<file path="config.mk">
export PLATFORM = sky130hd
export DESIGN_NAME = wdog_vecclr
export DESIGN_NICKNAME = d
export VERILOG_FILES = /design/src/rtl/wdog_vecclr_pkg.sv /design/src/rtl/wdog_prescaler.sv /design/src/rtl/wdog_timeout.sv /design/src/rtl/wdog_busdec.sv /design/src/rtl/wdog_vecclr.sv
export SDC_FILE = /design/constraint.sdc
export NUM_CORES = 1
export LEC_CHECK = 0
export ABC_AREA = 1
export CORE_ASPECT_RATIO = 0.9
export CORE_MARGIN = 4
export CORE_UTILIZATION = 40
export CTS_BUF_LIST = sky130_fd_sc_hd__clkbuf_8
export CTS_CLUSTER_SIZE = 40
export DETAILED_ROUTE_END_ITERATION = 10
export PLACE_DENSITY = 0.78
export SETUP_SLACK_MARGIN = 0.1
export SLEW_MARGIN = 25
export SYNTH_ARGS = -nofsm -noshare
export SYNTH_HDL_FRONTEND = slang
export SYNTH_HIERARCHICAL = 1
export SYNTH_SLANG_ARGS = --single-unit
</file>
<file path="constraint.sdc">
create_clock -name clk_i -period 1.82 [get_ports clk_i]
set_input_delay 0.364 -clock clk_i [delete_from_list [all_inputs] [get_ports clk_i]]
set_output_delay 0.364 -clock clk_i [all_outputs]
set_load 0.005 [all_outputs]
</file>
<file path="src/rtl/wdog_vecclr_pkg.sv">
package wdog_vecclr_pkg;
   typedef struct packed {
      logic svc_wr;   // service write strobe
      logic svc_rd;   // shared-address read
      logic vec_clr;  // vector fetch seen on vector addresses
   } wdog_dec_t;
endpackage

</file>
<file path="src/rtl/wdog_prescaler.sv">
module wdog_prescaler #(
   parameter int unsigned WIDTH = 12
) (
   input  logic clk_i,
   input  logic rst_ni,
   input  logic clr_i,
   output logic tick_o
);
   generate
      if (WIDTH == 0) begin : g_bypass
         assign tick_o = ~clr_i;
      end else begin : g_count
         logic [WIDTH-1:0] cnt_q;
         always_ff @(posedge clk_i or negedge rst_ni) begin
            if (!rst_ni)    cnt_q <= '0;
            else if (clr_i) cnt_q <= '0;
            else            cnt_q <= cnt_q + 1'b1;
         end
         assign tick_o = ~clr_i & (&cnt_q);
      end
   endgenerate
endmodule

</file>
<file path="src/rtl/wdog_timeout.sv">
module wdog_timeout #(
   parameter int unsigned WIDTH = 6
) (
   input  logic clk_i,
   input  logic rst_ni,
   input  logic clr_i,
   input  logic tick_i,
   output logic expire_o
);
   logic [WIDTH-1:0] cnt_q;

   always_ff @(posedge clk_i or negedge rst_ni) begin
      if (!rst_ni)      cnt_q <= '0;
      else if (clr_i)   cnt_q <= '0;
      else if (tick_i)  cnt_q <= cnt_q + 1'b1;
   end

   assign expire_o = tick_i & ~clr_i & (&cnt_q);
endmodule

</file>
<file path="src/rtl/wdog_busdec.sv">
module wdog_busdec
   import wdog_vecclr_pkg::*;
#(
   parameter int unsigned ADDR_W = 16,
   parameter int unsigned DATA_W = 8
) (
   input  logic [ADDR_W-1:0] addr_i,
   input  logic              wr_i,
   input  logic              rd_i,
   input  logic              fetch_i,
   input  logic [DATA_W-1:0] vec_byte_i,
   output wdog_dec_t         dec_o,
   output logic [DATA_W-1:0] rd_data_o
);
   localparam logic [ADDR_W-1:0] SVC_ADDR = '1;

   logic svc_hit, vec_hit;

   assign svc_hit = (addr_i == SVC_ADDR);
   assign vec_hit = &addr_i[ADDR_W-1:1];

   assign dec_o.svc_wr  = wr_i & svc_hit;
   assign dec_o.svc_rd  = rd_i & svc_hit;
   assign dec_o.vec_clr = fetch_i & vec_hit;

   assign rd_data_o = dec_o.svc_rd ? vec_byte_i : '0;
endmodule

</file>
<file path="src/rtl/wdog_vecclr.sv">
module wdog_vecclr
   import wdog_vecclr_pkg::*;
#(
   parameter int unsigned ADDR_W        = 16,
   parameter int unsigned DATA_W        = 8,
   parameter int unsigned PRESCALE_BITS = 12,
   parameter int unsigned TIMEOUT_BITS  = 6
) (
   input  logic              clk_i,
   input  logic              rst_ni,
   input  logic              disable_i,
   input  logic [ADDR_W-1:0] bus_addr_i,
   input  logic              bus_wr_i,
   input  logic              bus_rd_i,
   input  logic [DATA_W-1:0] bus_wdata_i,
   input  logic              vec_fetch_i,
   input  logic [DATA_W-1:0] vec_byte_i,
   output logic [DATA_W-1:0] rd_data_o,
   output logic              reset_req_o
);
   generate
      if (ADDR_W < 2) begin : g_bad_addr
         $error("wdog_vecclr: ADDR_W must be at least 2");
      end
      if (DATA_W < 1) begin : g_bad_data
         $error("wdog_vecclr: DATA_W must be at least 1");
      end
      if (TIMEOUT_BITS < 1) begin : g_bad_to
         $error("wdog_vecclr: TIMEOUT_BITS must be at least 1");
      end
   endgenerate

   wdog_dec_t dec;
   logic      fired_q, req_q;
   logic      hold, pre_clr, to_clr, tick, expire;
   logic      unused_wdata;

   assign unused_wdata = ^bus_wdata_i;

   wdog_busdec #(.ADDR_W(ADDR_W), .DATA_W(DATA_W)) u_dec (
      .addr_i     (bus_addr_i),
      .wr_i       (bus_wr_i),
      .rd_i       (bus_rd_i),
      .fetch_i    (vec_fetch_i),
      .vec_byte_i (vec_byte_i),
      .dec_o      (dec),
      .rd_data_o  (rd_data_o)
   );

   assign hold    = disable_i | fired_q;
   assign to_clr  = hold | dec.svc_wr;
   assign pre_clr = to_clr | dec.vec_clr;

   wdog_prescaler #(.WIDTH(PRESCALE_BITS)) u_pre (
      .clk_i  (clk_i),
      .rst_ni (rst_ni),
      .clr_i  (pre_clr),
      .tick_o (tick)
   );

   wdog_timeout #(.WIDTH(TIMEOUT_BITS)) u_to (
      .clk_i    (clk_i),
      .rst_ni   (rst_ni),
      .clr_i    (to_clr),
      .tick_i   (tick),
      .expire_o (expire)
   );

   always_ff @(posedge clk_i or negedge rst_ni) begin
      if (!rst_ni) begin
         fired_q <= 1'b0;
         req_q   <= 1'b0;
      end else begin
         fired_q <= fired_q | expire;
         req_q   <= expire;
      end
   end

   assign reset_req_o = req_q;
endmodule

</file>
After elaboration in Yosys (flattened, before gate mapping)
Cells that the tools add are included.

storage, ports and cells
  bits in registers = 20
  bits of input ports = 38
  output and inout port bits = 9

cells by class
  add/subtract/negate cells = 2
  eq/ne operators = 1
  mux-type cells = 4
  bitwise gates (word level) = 12
  reduce and logical (&&, ||, !) cells = 4

operators by type and width
  cell                   number
  $eq 16x16->1 const B   1
  $reduce_and 15->1      1
  $add 12x1->12 const B  1
  $mux 12                1
  $mux 6                 2
  $reduce_and 12->1      1
  $mux 8                 1
  $add 6x1->6 const B    1
  $and 1x1->1            6
  $reduce_and 6->1       1
  $or 1x1->1             4
  $not 1->1              2
  $reduce_bool 2->1      1

Depth between registers and ports, before layout
  depth after elaboration = 9
  depth in mapped cells = 12
  depth with buffers taken out = 12

Hierarchy
Netlist, hierarchy kept.

by module, submodules not included
  module          times used  cells an instance  area an instance (um2)  sequential area each (um2)
  wdog_prescaler  1           73                 596.8                   300.3
  wdog_timeout    1           39                 327.8                   150.1
  wdog_busdec     1           37                 150.1                   0.0
  wdog_vecclr     1           8                  76.3                    50.0

Worst setup path after synthesis
No wires, ideal clock.

  kind = input port to flip-flop
  start = in bus_addr_i[11]
  end = reg fired_q
  data arrival time = 1.842 ns
  required time = 1.756 ns
  slack = -0.087 ns
  cell stages on the path = 12
  cells stage by stage = nand2_1 > nor2_1 > nand2_1 > nor3b_1 > nor2_1 > nand3_1 > nor3_1 > inv_2 > nor2_4 > inv_2 > nor3b_2 > or2_1

RTL lines
  what                    line               RTL
  start: declaration      wdog_vecclr.sv:12  input logic [ADDR_W-1:0] bus_addr_i,
  end signal: assignment  wdog_vecclr.sv:74  fired_q <= fired_q | expire;
  end: declaration        wdog_vecclr.sv:34  logic fired_q, req_q;

Worst setup path after layout
  start = in bus_rd_i
  end = out rd_data_o[0]

between the ends
  longest elaborated chain between the ends = 2

RTL lines
  what                line               RTL
  start: declaration  wdog_vecclr.sv:14  input logic bus_rd_i,
  $and 1x1->1         wdog_busdec.sv:23  assign dec_o.svc_rd = rd_i & svc_hit;
  $mux 8              wdog_busdec.sv:26  assign rd_data_o = dec_o.svc_rd ? vec_byte_i : '0;
  end: declaration    wdog_vecclr.sv:18  output logic [DATA_W-1:0] rd_data_o,

Every way passes these cells.

==> results.ini <==
[detailed_routing]
vias = 1243
wl_per_cell_um = 12.2
drt_iter0_markers = 62
drc = 0
dr.pass1.iters = 4
viasPerCell = 4.86
totalWireLength_um = 3130
ant_nets = 0

[timing]
fin_setup_tns_ps = 0
fmax_mhz = 600
setup_viol = 0
fin_ws_ps = 155
min_period_over_period_pct = 91.5
slew_viol_final = 0
grt_setup_unrepaired = true
relSlewSlack_pct = 82.6
fin_skew_ps = 1.80
period_needed_ps = 1670
hold_slack_ps = 439
tightestPinTransition_ps = 261
hold_viol = 0

[finish]
layout-drive-gt1-share_pct = 34.7
fin_area_mm2 = 0.00179
final_cells = 256
area_growth_syn_to_layout_pct = 56.3
nets = 257
diodes = 0

[placement]
placed_cells = 244
dp_hpwl_um = 2340
gp_congestion = 0.803
portBuffers = 38
pre_cts_slack_ps = -486
dpl_cell_area_mm2 = 0.00166

[critical_path]
r2r-end = fired_q
rrSetupSlack_ps = 190
arrival_ps = 1300
critPathKind = primary input to output port
endpoint_kind = output port
r2r_cells = 10
cp.required_ps = 1460
cp-start-kind = primary input
rr_startpoint = u_pre/g_count.cnt_q[1]
critical_path_peak_fanout = 6

[grt]
grt_pass1_vias = 1209
grt_max_degree = 21
antenna_found_initial = 0
grt_first_pass_wirelength_um = 5260
track_usage_pct = 17.7
gr-total-overflow = 0

[die]
die_w_um = 64.5
rows = 18
die_h_um = 58.8
die_area_mm2 = 0.00379
start_util_pct = 41.8
core_area_mm2 = 0.00275
io_pins = 47

[power]
power_density_mw_per_mm2 = 563
ir_drop_mv = 0.521
p_leak_uw = 0.000905

[yosys]
postSynthAreaPerCell_um2 = 7.35
syn-cell-area_mm2 = 0.00115
syn_inst = 156
synth_nets = 196
synth-warning-count = 6

[run_status]
outcome = complete, no violations

[clock_network]
cts_root_buf = clkbuf_8
cts-buffers-inserted = 3
holdBufCountCts = 0
h-tree-depth = 1
clock_latency_ps = 260
cts_num_sinks = 20
cts_tree = built
clockBufferDepth = 2
clk_pin_slew_ps = 70

[min_path]
worst_hold_path_type = primary input to asynchronous set/reset pin

[job]
maxCapViolCount = 0

through the flow:
step	total power, uW	utilization, %
CTS	1010	62.4
global route	1060	65.3
finish	1010	65.3
global placement	571	60.6
floorplan	491	-
detailed placement	574	60.6
area by class of cell:
class | count | area, um2
clock buffer | 3 | 41.3
clock inverter | 1 | 30.0
fill | 237 | 955
inverter | 26 | 101
multi-input combinational | 110 | 639
sequential | 20 | 500
tap | 40 | 50.0
timing repair buffer | 56 | 430
sequential cells by signal (all words and copies together) (netlist names):
signal / cells
u_pre/g_count.cnt_q: 12
fired_q: 1
reset_req_o: 1
u_to/cnt_q: 6
power by group:
part	switching [uW]	internal [uW]	leakage (uW)
Sequential	4.16	449	0.000277
Clock	149	293	0.0000357
Combinational	50.3	62.0	0.000592
timing repair:
item,4_1_cts,5_1_grt
pin swaps,24,14
setup endpoints to repair,25,14
buffers inserted,7,1
gates resized for setup,78,23
layout by cell type (no fill, tap or decap), types with 2 or more instances in the layout:
| master | n |
|---|---|
| nand3_1 | 5 |
| buf_4 | 16 |
| clkbuf_8 | 3 |
| clkdlybuf4s50_1 | 12 |
| inv_2 | 4 |
| o21ai_1 | 2 |
| a21oi_1 | 6 |
| o21ai_0 | 2 |
| nor2_4 | 6 |
| nand2_1 | 27 |
| nand2_4 | 2 |
| dfrtp_1 | 20 |
| nor2_1 | 27 |
| clkdlybuf4s15_1 | 4 |
| buf_2 | 18 |
| nand4_1 | 5 |
| buf_6 | 3 |
| nand2_2 | 6 |
| nor2_2 | 8 |
| inv_1 | 21 |
worst max path at each step:
stage | start | endpoint | slack [ps] | cells past startpoint
after floorplan | bus_addr_i[11] | fired_q | 130 | 12
after global placement | bus_addr_i[7] | rd_data_o[2] | -450 | 8
after detailed placement | bus_addr_i[4] | rd_data_o[6] | -490 | 8
after CTS | bus_addr_i[14] | fired_q | 130 | 14
after global routing | bus_addr_i[13] | rd_data_o[7] | 60 | 9
final | bus_rd_i | rd_data_o[0] | 150 | 5
worst max-delay path, stage by stage:
cell	delay [ps]
clkdlybuf4s50_1	500
nand2_4	90
buf_6	140
nor2_4	80
buf_2	110
layer usage:
metal	global-route usage (%)	wire length, um	part of all wire (%)
met5	0	0	0
met4	2.41	0	0
met3	4.58	123	3.9
met2	35.1	1810	58
met1	19.2	1200	38
(Power assumes the default switching activity.)
